<file path="src/rtl/dsag_pkg.sv">
package dsag_pkg;
  localparam logic [2:0] AM_DIRECT  = 3'd0;
  localparam logic [2:0] AM_IND     = 3'd1;
  localparam logic [2:0] AM_DISP    = 3'd2;
  localparam logic [2:0] AM_PREDEC  = 3'd3;
  localparam logic [2:0] AM_POSTINC = 3'd4;

  localparam logic [1:0] PS_X = 2'd0;
  localparam logic [1:0] PS_Y = 2'd1;
  localparam logic [1:0] PS_Z = 2'd2;

  localparam logic [15:0] IO_BASE   = 16'h0020;
  localparam logic [15:0] EXT_BASE  = 16'h0060;
  localparam logic [15:0] SRAM_BASE = 16'h0100;

  typedef enum logic [1:0] {RG_REG, RG_IO, RG_EXT, RG_SRAM} region_e;
  typedef enum logic {PH_IDLE, PH_ACCESS} phase_e;

  function automatic logic [15:0] disp_add(input logic [15:0] base, input logic [5:0] d);
    return base + {10'd0, d};
  endfunction

  function automatic logic [15:0] ptr_step(input logic [15:0] p, input logic down);
    return down ? (p - 16'd1) : (p + 16'd1);
  endfunction

  function automatic logic [4:0] ptr_low_idx(input logic [1:0] sel);
    return 5'd26 + {2'b00, sel, 1'b0};
  endfunction
endpackage

</file>
<file path="src/rtl/dsag_addr_calc.sv">
module dsag_addr_calc
  import dsag_pkg::*;
(
  input  logic [2:0]  mode,
  input  logic [1:0]  ptr_sel,
  input  logic [15:0] direct_addr,
  input  logic [5:0]  disp,
  input  logic [15:0] x_ptr,
  input  logic [15:0] y_ptr,
  input  logic [15:0] z_ptr,
  output logic [15:0] eff,
  output logic [15:0] ptr_new,
  output logic        ptr_wb,
  output logic        bad_req
);
  logic [15:0] ptr;
  logic        sel_ok;

  always_comb begin
    case (ptr_sel)
      PS_X:    ptr = x_ptr;
      PS_Y:    ptr = y_ptr;
      PS_Z:    ptr = z_ptr;
      default: ptr = 16'd0;
    endcase
    sel_ok = (ptr_sel != 2'd3);
  end

  always_comb begin
    eff     = 16'd0;
    ptr_new = ptr;
    ptr_wb  = 1'b0;
    bad_req = 1'b0;
    case (mode)
      AM_DIRECT: eff = direct_addr;
      AM_IND: begin
        eff     = ptr;
        bad_req = !sel_ok;
      end
      AM_DISP: begin
        eff     = disp_add(ptr, disp);
        bad_req = (ptr_sel != PS_Y) && (ptr_sel != PS_Z);
      end
      AM_PREDEC: begin
        ptr_new = ptr_step(ptr, 1'b1);
        eff     = ptr_new;
        ptr_wb  = 1'b1;
        bad_req = !sel_ok;
      end
      AM_POSTINC: begin
        ptr_new = ptr_step(ptr, 1'b0);
        eff     = ptr;
        ptr_wb  = 1'b1;
        bad_req = !sel_ok;
      end
      default: bad_req = 1'b1;
    endcase
  end
endmodule

</file>
<file path="src/rtl/dsag_region_dec.sv">
module dsag_region_dec
  import dsag_pkg::*;
#(
  parameter int unsigned SRAM_BYTES = 512
) (
  input  logic [15:0] addr,
  output region_e     region,
  output logic        in_range
);
  localparam logic [16:0] TOP17 = 17'(256 + SRAM_BYTES - 1);

  always_comb begin
    in_range = ({1'b0, addr} <= TOP17);
    if (addr < IO_BASE)        region = RG_REG;
    else if (addr < EXT_BASE)  region = RG_IO;
    else if (addr < SRAM_BASE) region = RG_EXT;
    else                       region = RG_SRAM;
  end
endmodule

</file>
<file path="src/rtl/dsag_regfile.sv">
module dsag_regfile
  import dsag_pkg::*;
(
  input  logic        clk,
  input  logic        rst_n,
  input  logic        ptr_we,
  input  logic [1:0]  ptr_idx,
  input  logic [15:0] ptr_val,
  input  logic        dat_we,
  input  logic [4:0]  dat_idx,
  input  logic [7:0]  dat_val,
  input  logic [4:0]  rd_idx,
  output logic [7:0]  rd_val,
  output logic [15:0] x_ptr,
  output logic [15:0] y_ptr,
  output logic [15:0] z_ptr
);
  logic [7:0] rf [32];
  logic [4:0] lo_idx;
  logic [4:0] hi_idx;

  assign lo_idx = ptr_low_idx(ptr_idx);
  assign hi_idx = lo_idx + 5'd1;
  assign x_ptr  = {rf[27], rf[26]};
  assign y_ptr  = {rf[29], rf[28]};
  assign z_ptr  = {rf[31], rf[30]};
  assign rd_val = rf[rd_idx];

  always_ff @(posedge clk or negedge rst_n) begin
    if (!rst_n) begin
      for (int i = 0; i < 32; i++) rf[i] <= 8'h00;
    end else begin
      if (ptr_we) begin
        rf[lo_idx] <= ptr_val[7:0];
        rf[hi_idx] <= ptr_val[15:8];
      end
      if (dat_we) rf[dat_idx] <= dat_val;
    end
  end

  // a pointer write-back is visible as the pointer in the next cycle
  assert_ptr_wb_R5: assert property (@(posedge clk) disable iff (!rst_n)
    ptr_we |=> (($past(ptr_idx) == PS_X) ? x_ptr :
                ($past(ptr_idx) == PS_Y) ? y_ptr : z_ptr) == $past(ptr_val));
endmodule

</file>
<file path="src/rtl/dsag_sram.sv">
module dsag_sram #(
  parameter int unsigned BYTES = 512,
  localparam int unsigned AW = $clog2(BYTES)
) (
  input  logic          clk,
  input  logic          we,
  input  logic [AW-1:0] idx,
  input  logic [7:0]    wval,
  output logic [7:0]    rval
);
  logic [7:0] mem [BYTES];

  assign rval = mem[idx];

  always_ff @(posedge clk) begin
    if (we) mem[idx] <= wval;
  end
endmodule

</file>
<file path="src/rtl/dspace_agu.sv">
module dspace_agu
  import dsag_pkg::*;
#(
  parameter int unsigned SRAM_BYTES = 512
) (
  input  logic        clk,
  input  logic        rst_n,
  input  logic        start,
  input  logic [2:0]  mode,
  input  logic [1:0]  ptr_sel,
  input  logic [15:0] direct_addr,
  input  logic [5:0]  disp,
  input  logic        wr_en,
  input  logic [7:0]  wdata,
  input  logic [7:0]  io_rdata,
  output logic        busy,
  output logic [15:0] eff_addr,
  output logic        rd_stb,
  output logic        wr_stb,
  output logic        sel_reg,
  output logic        sel_io,
  output logic        sel_ext,
  output logic        sel_sram,
  output logic        out_of_range,
  output logic        illegal,
  output logic        done,
  output logic [7:0]  rdata
);
  localparam int unsigned AW = $clog2(SRAM_BYTES);

  phase_e      phase;
  logic [15:0] addr_q;
  logic        wr_q;
  logic [7:0]  wdata_q;
  logic        done_q;
  logic        illegal_q;
  logic [7:0]  rdata_q;

  logic [15:0] x_ptr, y_ptr, z_ptr;
  logic [15:0] calc_eff, calc_ptr;
  logic        calc_wb, calc_bad;
  logic        accept, accept_ok, in_access;
  region_e     region;
  logic        in_range;
  logic [7:0]  rf_val, sram_val, read_mux;
  logic [AW-1:0] sram_idx;

  assign accept    = start && (phase == PH_IDLE);
  assign accept_ok = accept && !calc_bad;
  assign in_access = (phase == PH_ACCESS);

  dsag_addr_calc u_calc (
    .mode(mode), .ptr_sel(ptr_sel), .direct_addr(direct_addr), .disp(disp),
    .x_ptr(x_ptr), .y_ptr(y_ptr), .z_ptr(z_ptr),
    .eff(calc_eff), .ptr_new(calc_ptr), .ptr_wb(calc_wb), .bad_req(calc_bad)
  );

  dsag_region_dec #(.SRAM_BYTES(SRAM_BYTES)) u_dec (
    .addr(addr_q), .region(region), .in_range(in_range)
  );

  assign rd_stb       = in_access && !wr_q && in_range;
  assign wr_stb       = in_access && wr_q && in_range;
  assign sel_reg      = in_access && in_range && (region == RG_REG);
  assign sel_io       = in_access && in_range && (region == RG_IO);
  assign sel_ext      = in_access && in_range && (region == RG_EXT);
  assign sel_sram     = in_access && in_range && (region == RG_SRAM);
  assign out_of_range = in_access && !in_range;
  assign sram_idx     = AW'(addr_q - SRAM_BASE);

  dsag_regfile u_rf (
    .clk(clk), .rst_n(rst_n),
    .ptr_we(accept_ok && calc_wb), .ptr_idx(ptr_sel), .ptr_val(calc_ptr),
    .dat_we(wr_stb && sel_reg), .dat_idx(addr_q[4:0]), .dat_val(wdata_q),
    .rd_idx(addr_q[4:0]), .rd_val(rf_val),
    .x_ptr(x_ptr), .y_ptr(y_ptr), .z_ptr(z_ptr)
  );

  dsag_sram #(.BYTES(SRAM_BYTES)) u_sram (
    .clk(clk), .we(wr_stb && sel_sram), .idx(sram_idx),
    .wval(wdata_q), .rval(sram_val)
  );

  always_comb begin
    case (region)
      RG_REG:  read_mux = rf_val;
      RG_SRAM: read_mux = sram_val;
      default: read_mux = io_rdata;
    endcase
  end

  always_ff @(posedge clk or negedge rst_n) begin
    if (!rst_n) begin
      phase     <= PH_IDLE;
      addr_q    <= 16'd0;
      wr_q      <= 1'b0;
      wdata_q   <= 8'd0;
      done_q    <= 1'b0;
      illegal_q <= 1'b0;
      rdata_q   <= 8'd0;
    end else begin
      done_q    <= 1'b0;
      illegal_q <= 1'b0;
      if (in_access) begin
        phase   <= PH_IDLE;
        done_q  <= 1'b1;
        rdata_q <= (rd_stb) ? read_mux : 8'h00;
      end else if (accept) begin
        if (calc_bad) begin
          illegal_q <= 1'b1;
        end else begin
          phase   <= PH_ACCESS;
          addr_q  <= calc_eff;
          wr_q    <= wr_en;
          wdata_q <= wdata;
        end
      end
    end
  end

  assign busy     = in_access;
  assign eff_addr = addr_q;
  assign done     = done_q;
  assign illegal  = illegal_q;
  assign rdata    = rdata_q;

  assert_strobe_excl_R7: assert property (@(posedge clk) disable iff (!rst_n)
    !(rd_stb && wr_stb));
  assert_done_after_access_R7: assert property (@(posedge clk) disable iff (!rst_n)
    done |-> $past(busy));
  assert_access_one_cycle_R11: assert property (@(posedge clk) disable iff (!rst_n)
    busy |=> !busy);
  assert_region_onehot_R1: assert property (@(posedge clk) disable iff (!rst_n)
    $onehot0({sel_reg, sel_io, sel_ext, sel_sram}));
  assert_strobe_has_region_R1: assert property (@(posedge clk) disable iff (!rst_n)
    (rd_stb || wr_stb) |-> $countones({sel_reg, sel_io, sel_ext, sel_sram}) == 1);
  assert_oor_zero_R8: assert property (@(posedge clk) disable iff (!rst_n)
    out_of_range |=> (done && rdata == 8'h00));
  assert_illegal_idle_R9: assert property (@(posedge clk) disable iff (!rst_n)
    illegal |-> (!busy && !done));
endmodule

</file>
<file path="config.mk">
export PLATFORM = sky130hd
export DESIGN_NAME = dspace_agu
export DESIGN_NICKNAME = d
export VERILOG_FILES = /design/src/rtl/dsag_pkg.sv /design/src/rtl/dsag_addr_calc.sv /design/src/rtl/dsag_region_dec.sv /design/src/rtl/dsag_regfile.sv /design/src/rtl/dsag_sram.sv /design/src/rtl/dspace_agu.sv
export SDC_FILE = /design/constraint.sdc
export NUM_CORES = 2
export LEC_CHECK = 0
export BUFFER_PORTS_ARGS = -buffer_cell sky130_fd_sc_hd__buf_4
export CAP_MARGIN = 20
export CELL_PAD_IN_SITES_DETAIL_PLACEMENT = 2
export CELL_PAD_IN_SITES_GLOBAL_PLACEMENT = 2
export CORE_UTILIZATION = 50
export DETAILED_ROUTE_END_ITERATION = 8
export PLACE_DENSITY_LB_ADDON = 0.12
export SLEW_MARGIN = 20
export SYNTH_ARGS = -nofsm -noshare
export SYNTH_HDL_FRONTEND = slang
export SYNTH_HIERARCHICAL = 1
export SYNTH_SLANG_ARGS = --single-unit
</file>
<file path="constraint.sdc">
create_clock -name clk -period 9.2 [get_ports clk]
set_clock_uncertainty 0.2 [all_clocks]
set_input_delay 1.38 -clock clk [delete_from_list [all_inputs] [get_ports clk]]
set_output_delay 1.38 -clock clk [all_outputs]
set_load 0.1 [all_outputs]
</file>
==> reports/qor.csv, run 1 <==
stage,metric,value,unit
synth,Synth Area in XOR/XNOR,0.135,%
placed_design,port bufs,80,
synth,Synth Register Bits,4388,
synth,Synth area leader,edfxtp_1,
synth,mux contribution to synthesized area,16.5,%
synth,Post-Syn Area per Cell,19.7,µm²
synth,Mapped Area,175000,µm²
floorplanning,num rows,216,
synth,Synth Area in Adders,0.132,%
synth,ranking of synthesized cells by area,"edfxtp_1 (70%), mux4_2 (12%), dfrtp_1 (4.2%)",
synth,Synth warnings,6,
floorplanning,Starting Density,50.4,%
synth,main combinational cell family by area after synthesis,multiplexers,
synth,Synth cell types,89,
floorplanning,die width,594,µm
floorplanning,I/O pins,81,
synth,"EDFF count, synth",4096,
synth,Syn Nets,8929,
synth,complex-gate fraction of the synthesized area,3.70,%
synth,Cells after Synth,8865,
synth,register area share after synthesis,74.5,%
run_status,status,aborted with a tool error,
synth,dominant synthesized flop cell,edfxtp_1,
placed_design,hpwl dp,408000,µm
placed_design,GPL Wtd Cong,0.882,
run_status,Exit stage,detailed placement (3_5_place_dp),
run_status,Error,[ERROR DPL-0033] detailed placement checks failed during check placement.,
synth,top post-synthesis cells by count,"edfxtp_1 (4,096), mux4_2 (896), nor2_1 (590), mux2i_1 (442), mux2_2 (354)",
synth,Synth Area in Simple Gates,3.11,%
floorplanning,Die Span Y,594,µm
synth,most frequent cell after synthesis,edfxtp_1,
synth,Synth async-reset ratio,6.65,%
synth,Synth top area share,70.3,%
==> kinds of logic after synthesis <==
kind of cell,count (synthesis)
buffers and inverters,654
muxes,1710
xor gates and xnor gates,27
and+or+nand+nor,1164
adders and majority gates,18
DFF,4388
AOI/OAI and AO/OA,904
==> per-stage QoR <==
stage | worst slack (ps) | area [µm²]
2_1_floorplan | 1460 | 175000
3_3_place_gp | 2250 | 180000
==> run 2, diff against run 1 <==
--- a/config.mk
+++ b/config.mk
@@ -7,11 +7,9 @@
 export LEC_CHECK = 0
 export BUFFER_PORTS_ARGS = -buffer_cell sky130_fd_sc_hd__buf_4
 export CAP_MARGIN = 20
-export CELL_PAD_IN_SITES_DETAIL_PLACEMENT = 2
-export CELL_PAD_IN_SITES_GLOBAL_PLACEMENT = 2
-export CORE_UTILIZATION = 50
+export CORE_UTILIZATION = 40
 export DETAILED_ROUTE_END_ITERATION = 8
-export PLACE_DENSITY_LB_ADDON = 0.12
+export PLACE_DENSITY_LB_ADDON = 0.15
 export SLEW_MARGIN = 20
 export SYNTH_ARGS = -nofsm -noshare
 export SYNTH_HDL_FRONTEND = slang
==> reports/qor.csv, run 2 <==
stage,metric,value,unit,change
synth,Synth top area share,70.3,%,unchanged
sta,Slew Limit Fails,0,,
global_route,GRT overflow,0,,
clocking,total CTS buffers,460,,
clocking,Post-CTS Setup Bufs,0,,
floorplanning,Die Span Y,663,µm,+12%
synth,"EDFF count, synth",4096,,unchanged
setup_path,type of the worst setup path,reg2reg,,
setup_path,FF-to-FF path depth,11,,
clocking,CTS max path bufs,4,,
sta,setup tns final,0,ps,
synth,Synth area leader,edfxtp_1,,
final_layout,Syn-to-layout area delta,12.6,%,
routing,DR WL/cell,34.0,µm,
flow_run,MaxCap Viol Count,0,,
synth,Synth cell types,89,,unchanged
final_layout,NumNets Final,9090,,
synth,Synth warnings,6,,unchanged
clocking,Worst-Skew Late Latency,1010,ps,
placed_design,hpwl dp,320000,µm,-22%
final_layout,FILL cells,36555,,
clocking,"CTS clk-pin slew, worst paths",60,ps,
floorplanning,Die ar.,440000,µm²,
sta,worst slew pin tran,1360,ps,
clocking,CTS sink cnt,4388,,
pwr,Leakage,62.3,nW,
hold_path,Worst Hold Class,in2async,,
clocking,TritonCTS clock tree,yes,,
clocking,Post-CTS Hold Buffers,0,,
pwr,PD cells,253,nW/µm²,
setup_path,Worst Setup SP,eff_addr[0],,
floorplanning,num rows,242,,+12%
routing,DRC viols,2,,
global_route,Total GRT Usage,23.0,%,
sta,Slew HR,8.82,%,
synth,Cells after Synth,8865,,unchanged
setup_path,CP max stage cell,nor3_1,,
clocking,Root Driver,clkbuf_16,,
pwr,Sw Ratio,27.3,%,
final_layout,"commonest non-fill, non-tap cell in the layout",edfxtp_1,,
floorplanning,Starting Density,40.2,%,-10 points
sta,final hold vios,0,,
routing,post-DR vias/cell,5.99,,
setup_path,"slowest stage delay, CP",920,ps,
routing,Initial DRC Count,10196,,
floorplanning,die width,663,µm,+12%
final_layout,max reg flops,4096,,
synth,Mapped Area,175000,µm²,unchanged
setup_path,critical path's top delay family,simple AND/OR/NAND/NOR gates,,
final_layout,biggest regs,"u_sram/mem: 4096 flops, u_rf/rf: 208 flops",,
final_layout,Top reg by flops,u_sram/mem,,
synth,register area share after synthesis,74.5,%,unchanged
pwr,logic gate share of total power,16.0,%,
setup_path,CP max FO,56,,
pwr,Clk pwr share,37.0,%,
sta,Max Clk Rate,147,MHz,
final_layout,Final Cell Area,197000,µm²,
global_route,pin count of the biggest net entering global routing,194,,
pwr,Power Internal,36.2,mW,
final_layout,share of layout cells above drive strength 1,24.9,%,
sta,crit share post-route,74.0,%,
routing,post-route antenna net violation count,0,,
sta,minimum clock period,6810,ps,
routing,vias post-DR,90807,,
setup_path,Worst path depth,11,,
run_status,failing checks,design-rule violations,,
final_layout,most frequent cells in the layout,"edfxtp_1 (4,096), mux4_2 (896), nor2_1 (578)",,
clocking,CTS HTree Levels,5,,
clocking,# resized after CTS,0,,
global_route,initial antenna violation count,20,,
setup_path,R2R setup slack,2390,ps,
pwr,Sw Pwr,13.6,mW,
sta,final setup fails,0,,
setup_path,worst reg2reg path startpoint,eff_addr[0],,
floorplanning,I/O pins,81,,unchanged
sta,RSZ-0062 raised after global routing,false,,
placed_design,Placed Area,182000,µm²,
synth,Synth async-reset ratio,6.65,%,unchanged
synth,most frequent cell after synthesis,edfxtp_1,,
setup_path,"Critical Path, Cell by Cell",buf_12 -> nand4b_1 -> buf_4 -> o22ai_1 -> nor4_1 -> a31oi_1 -> or4_1 -> nor3_1 -> nand4_1 -> a221oi_1 -> o32ai_1,,
placed_design,GPL Wtd Cong,0.864,,-2.0%
setup_path,WP data arrival,7470,ps,
placed_design,port bufs,80,,unchanged
setup_path,reg-to-reg endpoint,rdata[3],,
pwr,Seq pwr share,47.0,%,
final_layout,Reg area,130000,µm²,
synth,top post-synthesis cells by count,"edfxtp_1 (4,096), mux4_2 (896), nor2_1 (590), mux2i_1 (442), mux2_2 (354)",,
floorplanning,Core ar.,435000,µm²,
setup_path,CP Launch Type,register,,
synth,Synth Register Bits,4388,,unchanged
setup_path,WP data required,9860,ps,
routing,drt pass-1 iters,8,,
synth,dominant synthesized flop cell,edfxtp_1,,
run_status,status,"finished, violations left",,
setup_path,CP bufs+invs,2,,
synth,ranking of synthesized cells by area,"edfxtp_1 (70%), mux4_2 (12%), dfrtp_1 (4.2%)",,
pwr,peak supply drop,0.000191,V,
pwr,overall power,49.8,mW,
global_route,first-pass GRT wire length,722000,µm,
synth,Post-Syn Area per Cell,19.7,µm²,unchanged
global_route,vias in the first global route,90748,,
synth,Syn Nets,8929,,unchanged
setup_path,Worst setup EP type,register,,
final_layout,area of the multi-input gates,41700,µm²,
routing,final wirelength,516000,µm,
## run 2: metrics by stage
step	instances	setup WS [ps]	util [%]	hold slack (ps)
6_report	15170	2390	45.3	161
5_1_grt	15158	2270	45.3	183
2_1_floorplan	8865	1460	-	274
4_1_cts	15149	2360	45.3	149
3_5_place_dp	14294	2350	41.9	290
3_3_place_gp	14288	1610	41.8	281
## run 2: how the worst max path moves through the flow
| stage | endpoint | slack [ps] |
|---|---|---|
| 4_1_cts | rdata[3] | 2360 |
| 3_5_place_dp | rdata[3] | 2350 |
| 5_1_grt | rdata[3] | 2270 |
| 6_report | rdata[3] | 2390 |
| 2_1_floorplan | u_sram/mem[0][0] | 1460 |
| 3_3_place_gp | rdata[3] | 1610 |
## run 2: final cells by class
type | count | area share [%]
multi-input cells | 3823 | 21.2
clock buffers | 588 | 6.21
flip-flops and latches | 4388 | 66.1
well taps | 5734 | 3.64
inverters | 26 | 0.0521
diodes | 17 | 0.0216
repair buffers | 327 | 1.45
clock inverters | 267 | 1.33
## run 2: cell families after synthesis
group                      Yosys count  share of synthesized area, %
adders and majority gates           18                         0.132
xor gates and xnor gates            27                         0.135
AOI/OAI and AO/OA                  904                          3.70
buffers and inverters              654                          1.97
muxes                             1710                          16.5
and+or+nand+nor                   1164                          3.11
DFF                               4388                          74.5
## run 2: layer usage
metal / track usage (%) / routed length (µm) / vias to the layer above
li1: - / - / 37028
met1: 32.6 / 218000 / 49469
met2: 36.3 / 243000 / 3599
met3: 3.95 / 37400 / 705
met4: 7.42 / 17500 / 6
met5: 0 / 40 / -
## run 2: power groups by stage
stage	Clock (mW)	Combinational [mW]	Sequential [mW]
5_1_grt	19.4	8.35	23.4
2_1_floorplan	0	4.16	24.9
4_1_cts	18.7	8.03	23.4
3_5_place_dp	0	8.02	23.8
6_report	18.4	7.99	23.4
3_3_place_gp	0	7.89	23.8
Note: power is estimated with default switching activity, not from simulation.
